$ cat config.mk
export PLATFORM = sky130hd
export DESIGN_NAME = vld_agen
export DESIGN_NICKNAME = d
export VERILOG_FILES = /design/src/rtl/vld_agen_pkg.sv /design/src/rtl/vld_pred_scan.sv /design/src/rtl/vld_walk.sv /design/src/rtl/vld_addr_calc.sv /design/src/rtl/vld_agen.sv
export SDC_FILE = /design/constraint.sdc
export NUM_CORES = 1
export LEC_CHECK = 0
export BUFFER_PORTS_ARGS = -buffer_cell sky130_fd_sc_hd__clkbuf_2
export CORE_ASPECT_RATIO = 0.6
export CORE_MARGIN = 4
export CORE_UTILIZATION = 35
export DETAILED_ROUTE_END_ITERATION = 10
export HOLD_SLACK_MARGIN = 0.1
export SETUP_SLACK_MARGIN = 0.1
export SYNTH_ARGS = -nofsm -noshare
export SYNTH_HDL_FRONTEND = slang
export SYNTH_SLANG_ARGS = --single-unit
$ cat constraint.sdc
create_clock -name clk -period 24.9 [get_ports clk]
set_input_delay 3.735 -clock clk [delete_from_list [all_inputs] [get_ports clk]]
set_output_delay 3.735 -clock clk [all_outputs]
set_load 0.05 [all_outputs]
$ cat src/rtl/vld_agen_pkg.sv
// Package: shared types for the vector load address generator.
// Assumes nothing beyond the two stride selections it names.
package vld_agen_pkg;
    typedef enum logic {
        STRIDE_UNIT  = 1'b0,
        STRIDE_CONST = 1'b1
    } stride_mode_e;
endpackage

$ cat src/rtl/vld_pred_scan.sv
// Module: finds the lowest set bit of a mask at or above a start position.
// Assumes from may equal N, meaning no position remains.
module vld_pred_scan #(
    parameter int N  = 32,
    parameter int IW = 5
) (
    input  logic [N-1:0] mask,
    input  logic [IW:0]  from,
    output logic         found,
    output logic [IW-1:0] idx
);
    logic [N-1:0] cand;

    // qualify each mask bit by its position against the start point
    for (genvar g = 0; g < N; g++) begin : g_cand
        assign cand[g] = mask[g] && ((IW+1)'(g) >= from);
    end

    // lowest qualified position wins
    always_comb begin
        found = 1'b0;
        idx   = '0;
        for (int k = N - 1; k >= 0; k--) begin
            if (cand[k]) begin
                found = 1'b1;
                idx   = IW'(k);
            end
        end
    end
endmodule

$ cat src/rtl/vld_walk.sv
// Module: element/segment sequencer. Latches the active-element mask on a
// taken command, then steps segment (inner) and element (outer) on each
// accepted access. Assumes eff_mask already folds in vl and predication.
module vld_walk #(
    parameter int MAX_VL = 32,
    parameter int SEG_W  = 3,
    parameter int RD_W   = 5,
    localparam int ELEM_W = $clog2(MAX_VL)
) (
    input  logic              clk,
    input  logic              rst_n,
    input  logic              start,
    input  logic [MAX_VL-1:0] eff_mask,
    input  logic [SEG_W-1:0]  seg_len,
    input  logic [RD_W-1:0]   rd,
    input  logic              fire,
    output logic              accept,
    output logic              busy,
    output logic [ELEM_W-1:0] elem,
    output logic [SEG_W-1:0]  seg,
    output logic [RD_W-1:0]   dst_reg
);
    logic [MAX_VL-1:0] mask_q;
    logic [SEG_W-1:0]  segl_q;
    logic [RD_W-1:0]   rd_q;
    logic              first_found, next_found;
    logic [ELEM_W-1:0] first_idx, next_idx;
    logic [ELEM_W:0]   next_from;

    assign accept    = start && !busy;
    assign next_from = {1'b0, elem} + 1'b1;
    assign dst_reg   = rd_q + RD_W'(seg);

    vld_pred_scan #(.N(MAX_VL), .IW(ELEM_W)) u_first (
        .mask (eff_mask),
        .from ('0),
        .found(first_found),
        .idx  (first_idx)
    );

    vld_pred_scan #(.N(MAX_VL), .IW(ELEM_W)) u_next (
        .mask (mask_q),
        .from (next_from),
        .found(next_found),
        .idx  (next_idx)
    );

    // command capture and segment/element stepping
    always_ff @(posedge clk) begin
        if (!rst_n) begin
            busy   <= 1'b0;
            elem   <= '0;
            seg    <= '0;
            mask_q <= '0;
            segl_q <= '0;
            rd_q   <= '0;
        end else if (accept) begin
            mask_q <= eff_mask;
            segl_q <= seg_len;
            rd_q   <= rd;
            elem   <= first_idx;
            seg    <= '0;
            busy   <= first_found;
        end else if (busy && fire) begin
            if (seg != segl_q) begin
                seg <= seg + 1'b1;
            end else if (next_found) begin
                elem <= next_idx;
                seg  <= '0;
            end else begin
                busy <= 1'b0;
            end
        end
    end
endmodule

$ cat src/rtl/vld_addr_calc.sv
// Module: address arithmetic. Latches base, effective stride, segment
// count and mode on a taken command; forms the address from the current
// element and segment. Assumes idx_offset belongs to the current element.
module vld_addr_calc
    import vld_agen_pkg::*;
#(
    parameter int AW     = 32,
    parameter int EB_W   = 8,
    parameter int SEG_W  = 3,
    parameter int ELEM_W = 5
) (
    input  logic              clk,
    input  logic              rst_n,
    input  logic              load,
    input  logic [AW-1:0]     base_addr,
    input  logic [EB_W-1:0]   elem_bytes,
    input  logic              stride_mode,
    input  logic [AW-1:0]     stride_val,
    input  logic              indexed,
    input  logic [SEG_W-1:0]  seg_len,
    input  logic [AW-1:0]     idx_offset,
    input  logic [ELEM_W-1:0] elem,
    input  logic [SEG_W-1:0]  seg,
    output logic [AW-1:0]     addr
);
    logic [AW-1:0] base_q, stride_q, segn_q;
    logic          indexed_q;
    logic [AW-1:0] elem_off;
    stride_mode_e  mode;

    assign mode = stride_mode_e'(stride_mode);

    // capture per-command address terms
    always_ff @(posedge clk) begin
        if (!rst_n) begin
            base_q    <= '0;
            stride_q  <= '0;
            segn_q    <= '0;
            indexed_q <= 1'b0;
        end else if (load) begin
            base_q    <= base_addr;
            stride_q  <= (mode == STRIDE_CONST) ? stride_val : AW'(elem_bytes);
            segn_q    <= AW'(seg_len) + 1'b1;
            indexed_q <= indexed;
        end
    end

    // element offset then final wrapping sum
    always_comb begin
        elem_off = indexed_q ? idx_offset : (AW'(elem) * segn_q * stride_q);
        addr     = base_q + elem_off + (AW'(seg) * stride_q);
    end
endmodule

$ cat src/rtl/vld_agen.sv
// Module: top of the vector load address generator. Folds vl and the
// predicate controls into an active-element mask, runs the sequencer and
// the address arithmetic, and offers one access per cycle on valid/ready.
// Assumes command inputs are held while busy.
module vld_agen #(
    parameter int AW     = 32,
    parameter int EB_W   = 8,
    parameter int MAX_VL = 32,
    parameter int SEG_W  = 3,
    parameter int RD_W   = 5,
    localparam int ELEM_W = $clog2(MAX_VL),
    localparam int VL_W   = $clog2(MAX_VL + 1)
) (
    input  logic              clk,
    input  logic              rst_n,
    input  logic              start,
    input  logic [AW-1:0]     base_addr,
    input  logic [EB_W-1:0]   elem_bytes,
    input  logic              stride_mode,
    input  logic [AW-1:0]     stride_val,
    input  logic              indexed,
    input  logic [AW-1:0]     idx_offset,
    input  logic [SEG_W-1:0]  seg_len,
    input  logic [VL_W-1:0]   vl,
    input  logic [RD_W-1:0]   rd,
    input  logic              pred_en,
    input  logic              pred_inv,
    input  logic [MAX_VL-1:0] pred_mask,
    output logic              busy,
    output logic              addr_valid,
    input  logic              addr_ready,
    output logic [AW-1:0]     addr,
    output logic [RD_W-1:0]   dst_reg,
    output logic [ELEM_W-1:0] dst_elem
);
    logic [MAX_VL-1:0] eff_mask;
    logic              accept;
    logic [SEG_W-1:0]  seg;

    // per-element activity: inside vl and passing the optional predicate
    for (genvar g = 0; g < MAX_VL; g++) begin : g_act
        assign eff_mask[g] = (VL_W'(g) < vl) && (!pred_en || (pred_mask[g] ^ pred_inv));
    end

    assign addr_valid = busy;

    vld_walk #(.MAX_VL(MAX_VL), .SEG_W(SEG_W), .RD_W(RD_W)) u_walk (
        .clk     (clk),
        .rst_n   (rst_n),
        .start   (start),
        .eff_mask(eff_mask),
        .seg_len (seg_len),
        .rd      (rd),
        .fire    (addr_ready),
        .accept  (accept),
        .busy    (busy),
        .elem    (dst_elem),
        .seg     (seg),
        .dst_reg (dst_reg)
    );

    vld_addr_calc #(.AW(AW), .EB_W(EB_W), .SEG_W(SEG_W), .ELEM_W(ELEM_W)) u_addr (
        .clk        (clk),
        .rst_n      (rst_n),
        .load       (accept),
        .base_addr  (base_addr),
        .elem_bytes (elem_bytes),
        .stride_mode(stride_mode),
        .stride_val (stride_val),
        .indexed    (indexed),
        .seg_len    (seg_len),
        .idx_offset (idx_offset),
        .elem       (dst_elem),
        .seg        (seg),
        .addr       (addr)
    );
endmodule

After elaboration in Yosys (flattened, before gate mapping) --
Index checks and enable logic that the tools add are counted.
Word-level totals: output and inout port bits 44, bits of input ports 158, flip-flop bits (word level) 146, logic and storage cells 366
Operators by class: mux-type cells 140, $add $sub $neg 6, equality and inequality tests 3, bitwise operators 33, multipliers 3, reduce and logical (&&, ||, !) cells 107, $lt $le $gt $ge 64
Operators by type and width (count):
- 5-bit two-way mux | 68
- 5-bit by 6-bit >= comparator with 1-bit output (first input constant) | 16
- 5-bit by 6-bit < comparator with 1-bit output (first input constant) | 16
- 1-bit two-way mux | 68
- 1-bit logical AND | 66
- 32-bit adder | 2
- 32-bit two-way mux | 2
- 4-bit by 6-bit >= comparator with 1-bit output (first input constant) | 8
- 4-bit by 6-bit < comparator with 1-bit output (first input constant) | 8
- 1-bit logical OR | 32
- 3-bit by 32-bit multiplier with 32-bit output | 1
- 32-bit by 32-bit multiplier with 32-bit output | 1
- 5-bit by 32-bit multiplier with 32-bit output | 1
- 1-bit bitwise XOR | 32
- 3-bit by 6-bit >= comparator with 1-bit output (first input constant) | 4
- 3-bit by 6-bit < comparator with 1-bit output (first input constant) | 4
- 1-bit by 6-bit >= comparator with 1-bit output (first input constant) | 2
- 2-bit by 6-bit >= comparator with 1-bit output (first input constant) | 2
- 1-bit by 6-bit < comparator with 1-bit output (first input constant) | 2
- 2-bit by 6-bit < comparator with 1-bit output (first input constant) | 2
- 5-bit by 1-bit adder with 6-bit output (second input constant) | 1
- 3-bit two-way mux | 2
- 3-bit AND reduction | 2
- 2-bit nonzero test | 3
- other kinds (9) | 11

Depth between registers and ports, before layout --
word-level depth 39, depth in mapped cells 56, mapped depth without buffers 51

Modules after synthesis --
From an unflattened synthesis, not the netlist that was laid out.
Second synthesis, totals: cell total of the unflattened synthesis 2732, area, all modules 22850.7 um^2
Modules (own cells, without submodules):
- vld_addr_calc | cells an instance 2045, times used 1, sequential area each 1381.3 um^2, area an instance 17685.7 um^2
- vld_walk | cells an instance 253, times used 1, sequential area each 980.9 um^2, area an instance 2225.9 um^2
- vld_pred_scan | cells an instance 165, times used 2, sequential area each 0.0 um^2, area an instance 1077.3 um^2
- vld_agen | cells an instance 104, times used 1, sequential area each 0.0 um^2, area an instance 784.5 um^2

Least setup slack after synthesis --
No wires, ideal clock.
path kind register to output, start point register u_walk.elem[4], end point output addr[31], arrival 13.126 ns, path buffers 3, cell stages (with the launch flop) 46, data required time 21.165 ns, slack 8.039 ns, cell sequence dfxtp_1 -> buf_2 -> buf_4 -> nand2_1 -> fa_1 -> fa_1 -> inv_1 -> ha_1 -> ha_1 -> a211oi_1 -> o21bai_1 -> a21oi_2 -> xor2_2 -> clkbuf_1 -> and2_1 -> fa_1 -> fa_1 -> fa_1 -> [... 10 more ...] -> a21oi_1 -> o21ai_0 -> a21oi_1 -> a21o_1 -> a21oi_1 -> xnor2_1 -> mux2i_1 -> fa_1 -> inv_1 -> fa_1 -> ha_1 -> and4_1 -> a22oi_1 -> o31ai_1 -> o211a_1 -> a2111oi_4 -> xor2_1 -> o32ai_1
On the way: longest elaborated chain between the ends 5
Ends and longest elaborated chain:
- start: declaration | line vld_walk.sv:19 | output logic [ELEM_W-1:0] elem,
- start signal: assignment | line vld_walk.sv:61 | elem <= first_idx;
- start signal: assignment | line vld_walk.sv:68 | elem <= next_idx;
- 5-bit by 32-bit multiplier with 32-bit output | line vld_addr_calc.sv:50 | elem_off = indexed_q ? idx_offset : (AW'(elem) * segn_q * stride_q);
- 32-bit by 32-bit multiplier with 32-bit output | line vld_addr_calc.sv:50
- 32-bit two-way mux | line vld_addr_calc.sv:50
- 32-bit adder (2 in series) | line vld_addr_calc.sv:51 | addr = base_q + elem_off + (AW'(seg) * stride_q);
- end: declaration | line vld_agen.sv:32 | output logic [AW-1:0] addr,
No other way between the ends.

Worst setup path after layout --
Same ends and word-level chain as after synthesis.

==> results by group <==
Synth
  • Syn avg cell area: 8.21 sq um
  • Post-Synthesis Cells: 2632
  • Distinct cell type count of the synthesized netlist: 95
  • Post-synthesis async set-or-reset flop share: 0%
  • Yosys reg bits: 118
  • Net Count, Synth: 3321
  • Most used DFF post-synth: dfxtp_1
  • Top cell type's share of synthesized area: 26.8%
  • Syn Std Cell Area: 0.0216 sq mm
  • Number of synthesized flops with an enable pin: 0
  • Yosys warns: 0
  • Seq/Total Area, Yosys: 10.9%
  • Post-synth top area cell: fa_1
  • Top post-synthesis cells by area: fa_1, ha_1, dfxtp_1

Place
  • I/O Buffers: 201
  • Post-detail-place hpwl: 53300 microns
  • Pre-CTS setup slack: 8420 ps
  • Cells after DPL: 3551
  • GP Congestion: 0.951

Clocking
  • Clock latency on the worst-skew pair: 460 ps
  • CTS sink count: 118
  • Hold-fix buffers, CTS: 0
  • CTS tree: done
  • Setup Buffers After CTS: 0
  • H-tree depth: 4
  • CTS Buffer Depth: 2
  • CTS Buf Count: 17
  • Post-CTS sizing: 0
  • Root Buffer: clkbuf_16
  • Worst-path clk slew: 60 ps

Global routing
  • First-pass GRT wire length: 104000 microns
  • Initial antenna violation count: 6
  • Largest net degree at the start of global routing: 69
  • GRT Overall Usage: 20.3%
  • Vias in the first global route: 17500
  • GRT overflow: 0

Die
  • # rows: 70
  • IO Pins: 202
  • Die extent in x: 329 microns
  • Die height: 200 microns
  • Initial Util: 35.4%
  • Die area: 0.0659 sq mm
  • Placeable core region: 0.0610 sq mm

Worst setup path
  • Critical path's slowest cell: fa_1
  • Startpoint Class: register
  • Crit Path Max Fanout: 26
  • Critical Path Most Common Cell: fa_1
  • WS Path Type: reg -> out
  • CP required: 21160 ps
  • CP Launch Point: u_walk.elem[4]$_SDFFE_PN0P_
  • Worst stage delay on the critical path: 540 ps
  • Worst r2r src: u_walk.elem[0]$_SDFFE_PN0P_
  • Crit path capture type: output pin
  • Worst Path Arrival: 13280 ps

Pwr
  • Pwr/cell area: 32.1 mW/mm^2
  • Power Internal: 446 uW
  • Clock Power Share: 33.2%
  • Flop pwr share: 29.1%
  • P_leak: 11.9 nW
  • P_sw: 320 uW
  • Worst VDD drop: 0.0481 mV
  • Combinational Power Share: 37.6%
  • Total power: 767 uW
  • Sw Share: 41.8%

Finish
  • Nets: 3431
  • Layout Utilization: 39.1%
  • P&R area growth vs syn: 10.5%
  • Non-Filler Instances: 3586
  • Multi-input logic area: 0.0172 sq mm
  • Layout cells sized above 1: 11.0%
  • Storage cell area: 0.00236 sq mm
  • # fillers: 6312

STA
  • RSZ-0062 raised after global routing: no
  • Final Max Tran Viols: 0
  • Setup violations, final: 0
  • Final WS setup: 7890 ps
  • Slew margin rel.: 30.3%
  • Setup tns final: 0 ps
  • Final period utilization: 68.3%
  • Final Hold Viols: 0
  • Clk_skew: 10.5 ps
  • Final Critical Period: 17010 ps
  • Actual slew at the worst max-slew pin: 1050 ps
  • Fmax: 0.0588 GHz

Route
  • Initial DRC count: 1849
  • DR DRC count: 0
  • Via density: 5.07
  • Vias: 18200
  • Total wire length: 66500 microns
  • TritonRoute pass-1 iters: 6
  • Routed len/inst: 18.5 microns
  • Final ANT Viol Nets: 0

Worst hold path
  • Min-delay worst type: reg -> reg
  • Hold Path Origin: u_addr.base_q[30]$_SDFFE_PN0P_

Run status
  • Status: finished clean

Run
  • Max cap viols: 0
[power by group through the flow]
| stage | Clock (mW) | Combinational [mW] | Sequential [mW] |
|---|---|---|---|
| global route | 0.268 | 0.315 | 0.225 |
| global placement | 0 | 0.284 | 0.226 |
| CTS | 0.262 | 0.285 | 0.222 |
| detailed placement | 0 | 0.282 | 0.226 |
| finish | 0.255 | 0.289 | 0.223 |
| floorplan | 0 | 0.203 | 0.216 |
[worst max-delay path: cells and delay by family, from the launching register on]
family / cells / cell delay, ps
flip-flops: 1 / 310
buffers and inverters: 9 / 1290
XOR/XNOR: 3 / 610
AND/OR/NAND/NOR: 5 / 550
adder cells (fa/ha/maj): 16 / 6860
AO/OA/AOI/OAI: 15 / 3150
[final cells by class]
type                    instances  area share (%)
repair buffers                229            5.09
diodes                          3          0.0314
multi-input cells            1984            72.0
clock buffers                  21            1.93
well taps                     828            4.34
flip-flops and latches        118            9.90
clock inverters                11           0.519
inverters                     392            6.16
[stage by stage]
stage,instance area [sq um],hold slack [ps]
3_5_place_dp,23300,449
2_1_floorplan,21600,432
3_3_place_gp,23300,447
4_1_cts,23900,458
6_report,23900,454
5_1_grt,23900,473
[synth_stat cells, types with 5 or more instances]
cell type / count
a221oi_1: 10
xor2_1: 20
and3_1: 33
o2111ai_1: 5
nor2_1: 116
a21o_1: 28
a22o_1: 32
inv_1: 389
or3_1: 6
clkbuf_1: 108
ha_1: 242
nand2_1: 440
buf_4: 9
buf_6: 7
o21bai_1: 14
dfxtp_1: 118
o211ai_1: 6
fa_1: 289
nor3_1: 18
o31ai_1: 8
nand4_1: 12
o21ai_0: 49
a211oi_1: 18
xnor2_1: 100
a21oi_1: 177
nand2b_1: 19
mux2i_1: 18
nor2b_1: 16
a22oi_1: 11
buf_2: 10
o21a_1: 14
nand3_1: 26
o21ai_1: 15
a31oi_1: 15
and2_1: 135
[worst paths after layout]
kind | to | slack, ps | cells past startpoint
worst max-delay path | addr[31] | 7890 | 48
worst min-delay path | u_addr.base_q[30]$_SDFFE_PN0P_ | 450 | 2
worst max register to register | u_walk.elem[3]$_SDFFE_PN0P_ | 20850 | 12
worst min register to register | u_addr.base_q[30]$_SDFFE_PN0P_ | 450 | 2
[kinds of logic after synthesis]
logic type               Yosys count  share of synthesized area [%]
XOR/XNOR                         123                           5.12
AO/OA/AOI/OAI                    460                           14.2
AND/OR/NAND/NOR                  849                           18.3
flip-flops                       118                           10.9
buffers and inverters            530                           9.66
multiplexers                      21                          0.990
adder cells (fa/ha/maj)          531                           40.8
[flip-flops by register name (all words and copies together), names as in the netlist]
signal and cells:
u_addr.base_q 32, u_walk.seg 3, u_walk.mask_q 32, u_addr.stride_q 32, u_addr.indexed_q 1, u_walk.busy 1
u_addr.segn_q 4, u_walk.rd_q 5, u_walk.elem 5, u_walk.segl_q 3
[per-layer routing]
| layer | GRT usage [%] | up-vias | routed length, microns |
|---|---|---|---|
| met5 | 0 | - | 13 |
| met4 | 4.05 | 2 | 946 |
| met3 | 4.89 | 51 | 6460 |
| met2 | 25.8 | 747 | 24600 |
| met1 | 33.6 | 8689 | 34400 |
| li1 | - | 8709 | - |
[layout by cell type, fill, tap and decap left out, drive strengths merged, types with 18 or more instances in the layout]
master  Yosys  routed
a22o       32      32
nor2      116     116
o21ai      66      66
a211oi     21      21
and3       33      33
inv       391     393
xor2       22      22
and2      136     136
clkbuf    108     222
nand3      27      27
mux2i      18      18
fa        289     289
dfxtp     118     118
xnor2     100     100
a21o       28      28
a21oi     181     181
nor3       21      21
nand2b     19      19
nand2     440     440
buf        30      28
ha        242     242
Note: power is estimated with default switching activity, not from simulation.
